$ cat config.mk
export PLATFORM = sky130hd
export DESIGN_NAME = oebi_encoder
export DESIGN_NICKNAME = d
export VERILOG_FILES = /design/src/rtl/oebi_pkg.sv /design/src/rtl/oebi_candidates.sv /design/src/rtl/oebi_pair_cost.sv /design/src/rtl/oebi_select.sv /design/src/rtl/oebi_decoder.sv /design/src/rtl/oebi_encoder.sv
export SDC_FILE = /design/constraint.sdc
export NUM_CORES = 1
export LEC_CHECK = 0
export ABC_AREA = 0
export BUFFER_PORTS_ARGS = -buffer_cell sky130_fd_sc_hd__buf_2
export CAP_MARGIN = 0
export CORE_AREA = 10 10 100 102
export CTS_CLUSTER_SIZE = 16
export DETAILED_ROUTE_END_ITERATION = 8
export DIE_AREA = 0 0 110 112
export PLACE_DENSITY = 0.69
export REMOVE_ABC_BUFFERS = 1
export SLEW_MARGIN = 15
export SYNTH_ARGS = -nofsm -noshare
export SYNTH_HDL_FRONTEND = slang
export SYNTH_SLANG_ARGS = --single-unit
$ cat constraint.sdc
create_clock -name clk -period 11.8 [get_ports clk]
set_input_delay 1.18 -clock clk [delete_from_list [all_inputs] [get_ports clk]]
set_output_delay 1.18 -clock clk [all_outputs]
set_load 0.05 [all_outputs]
$ cat src/rtl/oebi_pkg.sv
package oebi_pkg;

    // Transmission modes: bit 0 flips even-indexed data bits, bit 1 flips odd ones.
    typedef enum logic [1:0] {
        MODE_PLAIN = 2'b00,
        MODE_EVEN  = 2'b01,
        MODE_ODD   = 2'b10,
        MODE_ALL   = 2'b11
    } inv_mode_e;

    localparam int NUM_MODES = 4;

    typedef enum logic {
        ST_IDLE = 1'b0,
        ST_SEND = 1'b1
    } enc_state_e;

endpackage

$ cat src/rtl/oebi_candidates.sv
module oebi_candidates #(
    parameter int DATA_W = 8
) (
    input  logic [DATA_W-1:0]                            data_i,
    output logic [oebi_pkg::NUM_MODES-1:0][DATA_W+1:0]   cand_o
);
    localparam int BUS_W = DATA_W + 2;

    for (genvar m = 0; m < oebi_pkg::NUM_MODES; m++) begin : g_mode
        localparam logic [1:0] MV = 2'(m);
        // flag wires at both ends of the bus
        assign cand_o[m][0]       = MV[1];
        assign cand_o[m][BUS_W-1] = MV[0];
        for (genvar i = 0; i < DATA_W; i++) begin : g_bit
            if ((i % 2) == 0) begin : g_even
                assign cand_o[m][i+1] = data_i[i] ^ MV[0];
            end else begin : g_odd
                assign cand_o[m][i+1] = data_i[i] ^ MV[1];
            end
        end
    end

endmodule

$ cat src/rtl/oebi_pair_cost.sv
module oebi_pair_cost #(
    parameter int BUS_W  = 10,
    parameter int COST_W = 5
) (
    input  logic [BUS_W-1:0]  prev_i,
    input  logic [BUS_W-1:0]  next_i,
    output logic [COST_W-1:0] cost_o
);
    localparam int PAIRS = BUS_W - 1;

    logic [PAIRS-1:0][1:0] pair_w;

    for (genvar p = 0; p < PAIRS; p++) begin : g_pair
        logic rel_old, rel_new, lo_moved, toggle;
        assign rel_old  = prev_i[p] ^ prev_i[p+1];
        assign rel_new  = next_i[p] ^ next_i[p+1];
        assign lo_moved = prev_i[p] ^ next_i[p];
        // opposite swings: differing before and after, and a wire moved
        assign toggle   = rel_old & rel_new & lo_moved;
        always_comb begin
            if (rel_old != rel_new) begin
                pair_w[p] = 2'd1;
            end else if (toggle) begin
                pair_w[p] = 2'd2;
            end else begin
                pair_w[p] = 2'd0;
            end
        end
    end

    always_comb begin
        cost_o = '0;
        for (int p = 0; p < PAIRS; p++) begin
            cost_o = cost_o + COST_W'(pair_w[p]);
        end
    end

endmodule

$ cat src/rtl/oebi_select.sv
module oebi_select #(
    parameter int COST_W = 5
) (
    input  logic [oebi_pkg::NUM_MODES-1:0][COST_W-1:0] cost_i,
    output oebi_pkg::inv_mode_e                         pick_o
);
    import oebi_pkg::*;

    logic [COST_W-1:0] best;

    always_comb begin
        best   = cost_i[0];
        pick_o = MODE_PLAIN;
        for (int k = 1; k < NUM_MODES; k++) begin
            if (cost_i[k] < best) begin
                best   = cost_i[k];
                pick_o = inv_mode_e'(k[1:0]);
            end
        end
    end

    always_comb begin
        for (int k = 0; k < NUM_MODES; k++) begin
            if (k < int'(pick_o)) begin

                lower_mode_dearer_chk: assert (cost_i[k] > cost_i[pick_o]);
            end else begin

                pick_is_min_chk: assert (cost_i[k] >= cost_i[pick_o]);
            end
        end
    end

endmodule

$ cat src/rtl/oebi_decoder.sv
module oebi_decoder #(
    parameter int DATA_W = 8
) (
    input  logic [DATA_W+1:0] bus_i,
    output logic [DATA_W-1:0] data_o
);
    localparam int BUS_W = DATA_W + 2;

    for (genvar i = 0; i < DATA_W; i++) begin : g_bit
        if ((i % 2) == 0) begin : g_even
            assign data_o[i] = bus_i[i+1] ^ bus_i[BUS_W-1];
        end else begin : g_odd
            assign data_o[i] = bus_i[i+1] ^ bus_i[0];
        end
    end

endmodule

$ cat src/rtl/oebi_encoder.sv
module oebi_encoder #(
    parameter int DATA_W = 8
) (
    input  logic              clk,
    input  logic              rst_n,
    input  logic              in_valid,
    input  logic [DATA_W-1:0] in_data,
    output logic [DATA_W+1:0] bus_out,
    output logic              bus_valid,
    output logic [DATA_W-1:0] rt_data
);
    import oebi_pkg::*;

    localparam int BUS_W    = DATA_W + 2;
    localparam int MAX_COST = 2 * (BUS_W - 1);
    localparam int COST_W   = $clog2(MAX_COST + 1);

    logic [NUM_MODES-1:0][BUS_W-1:0]  cand;
    logic [NUM_MODES-1:0][COST_W-1:0] cost;
    inv_mode_e                        pick;
    logic [BUS_W-1:0]                 bus_q;
    enc_state_e                       state, state_nx;

    oebi_candidates #(.DATA_W(DATA_W)) u_cand (
        .data_i (in_data),
        .cand_o (cand)
    );

    for (genvar m = 0; m < NUM_MODES; m++) begin : g_cost
        oebi_pair_cost #(.BUS_W(BUS_W), .COST_W(COST_W)) u_cost (
            .prev_i (bus_q),
            .next_i (cand[m]),
            .cost_o (cost[m])
        );
    end

    oebi_select #(.COST_W(COST_W)) u_sel (
        .cost_i (cost),
        .pick_o (pick)
    );

    // next-state: go_send / go_idle
    always_comb begin
        state_nx = state;
        unique case (state)
            ST_IDLE: state_nx = in_valid ? ST_SEND : ST_IDLE;
            ST_SEND: state_nx = in_valid ? ST_SEND : ST_IDLE;
        endcase
    end

    // state register
    always_ff @(posedge clk or negedge rst_n) begin
        if (!rst_n) begin
            state <= ST_IDLE;
        end else begin
            state <= state_nx;
        end
    end

    // outputs: bus register, doubling as the reference for the next word
    always_ff @(posedge clk or negedge rst_n) begin
        if (!rst_n) begin
            bus_q <= '0;
        end else if (in_valid) begin
            bus_q <= cand[pick];
        end
    end

    assign bus_out   = bus_q;
    assign bus_valid = (state == ST_SEND);

    oebi_decoder #(.DATA_W(DATA_W)) u_dec (
        .bus_i  (bus_q),
        .data_o (rt_data)
    );


    idle_hold_chk: assert property (@(posedge clk) disable iff (!rst_n)
        !in_valid |=> $stable(bus_out));


    valid_after_accept_chk: assert property (@(posedge clk) disable iff (!rst_n)
        in_valid |=> bus_valid);


    no_valid_when_idle_chk: assert property (@(posedge clk) disable iff (!rst_n)
        !in_valid |=> !bus_valid);


    round_trip_chk: assert property (@(posedge clk) disable iff (!rst_n)
        in_valid |=> (rt_data == $past(in_data)));

endmodule

# --- Word level (Yosys, flattened, before mapping) ---
# Index checks and enable logic that the tools add are counted.
# W data, S select, Z words.
totals:
  wordCells: 288
  in_bits: 11
  output_inout_bits: 19
  ff_bits: 11
op_classes:
  n_eq_ne: 32
  addsub: 32
  bitwise: 138
  magnitude_cmp: 4
  muxes: 80
op_table:
  columns: ["op", "count"]
  rows:
  - ["$mux W2", 74]
  - ["$add A5 B2 Y5", 28]
  - ["$and A1 B1 Y1", 68]
  - ["$xor A1 B1 Y1", 61]
  - ["$ne A1 B1 Y1", 32]
  - ["$bmux W10 S2", 1]
  - ["$lt A5 B5 Y1", 3]
  - ["$add A2 B2 Y3", 4]
  - ["$mux W10", 1]
  - ["$mux W5", 2]
  - ["$not A1 Y1", 9]
  - ["$lt A2 B3 Y1 const B", 1]
  - ["$mux W1", 2]

# --- Longest topological paths before layout ---
logic_depth:
  ltp_word: 22
  ltp_mapped: 41
  mapped_depth_nobuf: 37

# --- By module ---
# Synthesis repeated with hierarchy kept, for this count alone.
unflattened:
  cells_unflattened: 514
  hier_area_um2: 4895.9
modules_own_cells:
  columns: ["module", "area_each_um2", "instances", "cells_each"]
  rows:
  - ["oebi_pair_cost (g_cost[0].u_cost ...)", 840.8, 3, 86]
  - ["oebi_pair_cost (g_cost[3].u_cost)", 840.8, 1, 85]
  - ["oebi_encoder", 673.1, 1, 57]
  - ["oebi_select", 511.7, 1, 64]
  - ["oebi_candidates", 277.8, 1, 42]
  - ["oebi_decoder", 70.1, 1, 8]

# --- Worst setup path after synthesis ---
# No wires, ideal clock.
synth_path:
  kind: "in2reg"
  startpoint: "in in_data[1]"
  endpoint: "reg bus_q[1] (netlist: bus_out[1])"
  required_time_ns: 11.704
  arrival_ns: 9.942
  path_slack_ns: 1.762
  path_buffers: 3
  path_stages: 39
  path_cell_list: "buf_2 xnor2_1 xnor2_1 inv_1 ha_1 fa_1 inv_1 fa_1 fa_1 inv_1 fa_1 inv_1 fa_1 inv_1 ha_1 fa_1 inv_1 ha_1 [... 3 more ...] o21a_4 mux2i_1 ha_1 a21o_1 a21o_1 a21o_1 o311ai_2 buf_4 mux2_1 ha_1 a21o_1 a21o_1 a21oi_1 o311a_1 nor2b_1 buf_1 nor4_1 o31ai_1"
synth_between:
  elab_chain_cells: 21
  word_cells_on_any_way: 93
synth_lines:
  columns: ["item", "line_no", "rtl"]
  rows:
  - ["from (decl)", "oebi_encoder.sv:7", "input logic [DATA_W-1:0] in_data,"]
  - ["$xor A1 B1 Y1", "oebi_pair_cost.sv:16", "assign rel_new = next_i[p] ^ next_i[p+1];"]
  - ["$and A1 B1 Y1 (2 in a row)", "oebi_pair_cost.sv:19", "assign toggle = rel_old & rel_new & lo_moved;"]
  - ["$mux W2", "oebi_pair_cost.sv:23", "end else if (toggle) begin"]
  - ["$mux W2", "oebi_pair_cost.sv:21", "if (rel_old != rel_new) begin"]
  - ["$add A2 B2 Y3", "oebi_pair_cost.sv:34", "cost_o = cost_o + COST_W'(pair_w[p]);"]
  - ["$add A5 B2 Y5 (7 in a row)", "oebi_pair_cost.sv:34", null]
  - ["$lt A5 B5 Y1", "oebi_select.sv:15", "if (cost_i[k] < best) begin"]
  - ["$mux W5", "oebi_select.sv:15", null]
  - ["$lt A5 B5 Y1", "oebi_select.sv:15", null]
  - ["$mux W5", "oebi_select.sv:15", null]
  - ["$lt A5 B5 Y1", "oebi_select.sv:15", null]
  - ["$mux W2 (*)", "oebi_select.sv:15", null]
  - ["$bmux W10 S2 (*)", "oebi_encoder.sv:65", "bus_q <= cand[pick];"]
  - ["$mux W10 (not written as such) (*)", "oebi_encoder.sv:65", null]
  - ["to (signal assigned)", "oebi_encoder.sv:65", null]
  - ["to (decl)", "oebi_encoder.sv:21", "logic [BUS_W-1:0] bus_q;"]
# Every way passes the cells marked *; elsewhere a longest branch is shown, timed or not. The select of a mux whose other input is x is not followed.
# A chain may end at the register's enable or synchronous reset.

# --- Worst setup path after layout ---
layout_path:
  startpoint: "in in_data[0]"
  endpoint: "reg bus_q[3] (netlist: bus_out[3])"
layout_between:
  elab_chain_cells: 22
  word_cells_on_any_way: 85
layout_lines:
  columns: ["item", "line_no"]
  rows:
  - ["$not A1 Y1 (no line)", null]
  - ["$xor A1 B1 Y1", "oebi_pair_cost.sv:16"]
  - ["$and A1 B1 Y1 (2 in a row)", "oebi_pair_cost.sv:19"]
  - ["$mux W2", "oebi_pair_cost.sv:23"]
  - ["$mux W2", "oebi_pair_cost.sv:21"]
  - ["$add A2 B2 Y3", "oebi_pair_cost.sv:34"]
  - ["$add A5 B2 Y5 (7 in a row)", "oebi_pair_cost.sv:34"]
  - ["$lt A5 B5 Y1", "oebi_select.sv:15"]
  - ["$mux W5", "oebi_select.sv:15"]
  - ["$lt A5 B5 Y1", "oebi_select.sv:15"]
  - ["$mux W5", "oebi_select.sv:15"]
  - ["$lt A5 B5 Y1", "oebi_select.sv:15"]
  - ["$mux W2 (*)", "oebi_select.sv:15"]
  - ["$bmux W10 S2 (*)", "oebi_encoder.sv:65"]
  - ["$mux W10 (not written as such) (*)", "oebi_encoder.sv:65"]
# Marked as above.

==> results.sh <==
export IMPL_outcome="finished, final reports clean"
export IMPL_period_needed_ns=10.73
export IMPL_critPathMaxStageDelay_ns=0.66
export IMPL_syn_avg_cell_area_um2=9.11
export IMPL_insertedDiodeCount=0
export IMPL_vias=2556
export IMPL_setup_worst_path_start="in_data[0]"
export IMPL_yosysUniqueCellTypes=47
export IMPL_finalCritPeriodShare=0.909
export IMPL_hold_path_class="reg -> reg"
export IMPL_cp_end_kind="flip-flop"
export IMPL_relSlewSlack=0.450
export IMPL_fill_cells=813
export IMPL_nets=507
export IMPL_worst_ep_arrival_time_ns=10.87
export IMPL_finalSetupTns_ns=0
export IMPL_hold_buffers=0
export IMPL_port_buffers=29
export IMPL_fin_skew_ns=0.00132
export IMPL_rsz0062_at_grt="false"
export IMPL_setup_viol=0
export IMPL_numCtsBuffers=3
export IMPL_netlist_area_mm2=0.00350
export IMPL_max_freq_ghz=0.0932
export IMPL_dr_pass1_iters=4
export IMPL_worst_setup_path_type="in -> reg"
export IMPL_first_iter_violations=138
export IMPL_ctsResizeCount=0
export IMPL_final_util=0.463
export IMPL_num_rows=33
export IMPL_core_area_mm2=0.00805
export IMPL_reg2reg_slack_ns=1.43
export IMPL_cts_tree="yes"
export IMPL_cts_buffer_depth=2
export IMPL_ff2ff_path_depth=36
export IMPL_grt_ovfl_total=0
export IMPL_ys_seq_area_frac=0.0787
export IMPL_synth_warnings=0
export IMPL_finalHoldViolCount=0
export IMPL_endpoint="bus_out[3]$_DFFE_PN0P_"
export IMPL_wirelength_um=7730
export IMPL_grt_pass1_vias=2762
export IMPL_dieArea_mm2=0.0123
export IMPL_grt_usage=0.131
export IMPL_cap_violations=0
export IMPL_final_cell_mix="inv_1 (67), ha_1 (56), fa_1 (44)"
export IMPL_instances_no_fill=500
export IMPL_numClockSinks=11
export IMPL_dp_hpwl_um=6990
export IMPL_htree_levels=1
export IMPL_slowest_stage="o311ai_4"
export IMPL_ys_seq_elements=11
export IMPL_slew_viol_final=0
export IMPL_final_antenna_net_count=0
export IMPL_final_common_cell="inv_1"
export IMPL_drive_gt1_frac=0.116
export IMPL_fp_dieW_um=110
export IMPL_r2r_start="bus_out[0]$_DFFE_PN0P_"
export IMPL_initial_core_util=0.434
export IMPL_synthCells=384
export IMPL_gp_congestion=0.909
export IMPL_cts_root_buf="clkbuf_8"
export IMPL_vias_per_cell=5.11
export IMPL_r2r_end="bus_out[3]$_DFFE_PN0P_"
export IMPL_cp_common_cell="inv_1"
export IMPL_clk_pin_slew_worst_paths_ns=0.05
export IMPL_placedCellCount=496
export IMPL_grt_pass1_wl_um=13200
export IMPL_post_cts_setup_buffer_count=0
export IMPL_fp_dieH_um=112
export IMPL_tightest_slew_ns=0.825
export IMPL_area_growth_pct=6.47
export IMPL_drt_wirelength_per_cell_um=15.5
export IMPL_ios=30
export IMPL_antenna_found_initial=0
export IMPL_cp_start_kind="input port"
export IMPL_crit_fanout=18
export IMPL_grt_max_degree=19
export IMPL_crit_required_ns=11.94
export IMPL_insertion_delay_ns=0.24
export IMPL_drc=0
metrics by stage:
stage	setup WS, ns	cell area (um2)	hold WS (ns)
after global placement	0.767	3670	0.656
final	1.07	3720	0.663
after detailed placement	0.507	3670	0.657
after global routing	0.517	3720	0.698
after CTS	0.753	3710	0.665
after floorplan	1.70	3390	0.841
critical path: cells and delay by family:
kind / cells / cell delay, ns
simple gates: 1 / 0.11
fa+ha+maj: 13 / 5.16
mux: 2 / 0.62
buf+inv: 8 / 0.59
compound gates: 13 / 3.20
Yosys cell counts (all sizes together):
cell type / n / area [um2]
inv: 67 / 251
maj3: 1 / 11.3
a21oi: 11 / 58.8
nand3b: 6 / 45.0
o211ai: 3 / 22.5
mux2: 2 / 22.5
o2111ai: 1 / 8.76
or3: 1 / 11.3
nand2b: 5 / 31.3
clkbuf: 16 / 60.1
o311ai: 1 / 16.3
dfrtp: 11 / 275
nand3: 4 / 20.0
nor2b: 9 / 56.3
o22ai: 4 / 25.0
ha: 56 / 701
or2: 2 / 12.5
clkinv: 1 / 3.75
o311a: 2 / 20.0
fa: 44 / 881
a211oi: 1 / 20.0
a21o: 8 / 60.1
nor3b: 8 / 60.1
nor3: 6 / 30.0
o31a: 4 / 35.0
mux2i: 2 / 20.0
nand2: 26 / 97.6
nor4: 4 / 25.0
nand4: 2 / 12.5
xnor2: 16 / 140
xor2: 25 / 219
nor2: 9 / 33.8
and3: 4 / 31.3
o21a: 5 / 45.0
buf: 6 / 46.3
o31ai: 8 / 70.1
o21ai: 3 / 18.8
worst min-delay path by stage:
stage	cells after the start	slack (ns)	end	from
floorplan	2	0.84	bus_out[1]$_DFFE_PN0P_	bus_out[1]$_DFFE_PN0P_
finish	2	0.66	bus_out[4]$_DFFE_PN0P_	bus_out[4]$_DFFE_PN0P_
global placement	2	0.66	bus_out[8]$_DFFE_PN0P_	bus_out[8]$_DFFE_PN0P_
global route	2	0.70	bus_out[6]$_DFFE_PN0P_	bus_out[6]$_DFFE_PN0P_
detailed placement	2	0.66	bus_out[4]$_DFFE_PN0P_	bus_out[4]$_DFFE_PN0P_
CTS	2	0.66	bus_out[4]$_DFFE_PN0P_	bus_out[4]$_DFFE_PN0P_
metal layers:
layer | track usage | routed length [um] | share of wire
met2 | 0.221 | 3880 | 0.50
met1 | 0.176 | 3540 | 0.46
met3 | 0.0190 | 274 | 0.035
met4 | 0.0113 | 42 | 0.0054
met5 | 0 | 0 | 0
state kept, by name (all words and copies together) (netlist names):
name	flops
bus_valid	1
bus_out	10
logic make-up after synthesis:
family | after synthesis | share of synthesized area
adders and majority gates | 101 | 0.455
buffers and inverters | 90 | 0.103
and+or+nand+nor | 86 | 0.133
AOI/OAI and AO/OA | 51 | 0.114
xor gates and xnor gates | 41 | 0.103
DFF | 11 | 0.0787
muxes | 4 | 0.0122
area by class of cell:
type | count | area, um2 | share of cell area
clock inverter | 1 | 5.00 | 0.00134
inverter | 68 | 255 | 0.0685
tap | 105 | 131 | 0.0353
sequential | 11 | 275 | 0.0739
timing repair buffer | 29 | 145 | 0.0390
multi-input combinational | 283 | 2870 | 0.771
clock buffer | 3 | 41.3 | 0.0111
Power is not shown: default switching activity piles up to over one toggle a cycle in this logic, so the estimate is an artifact.
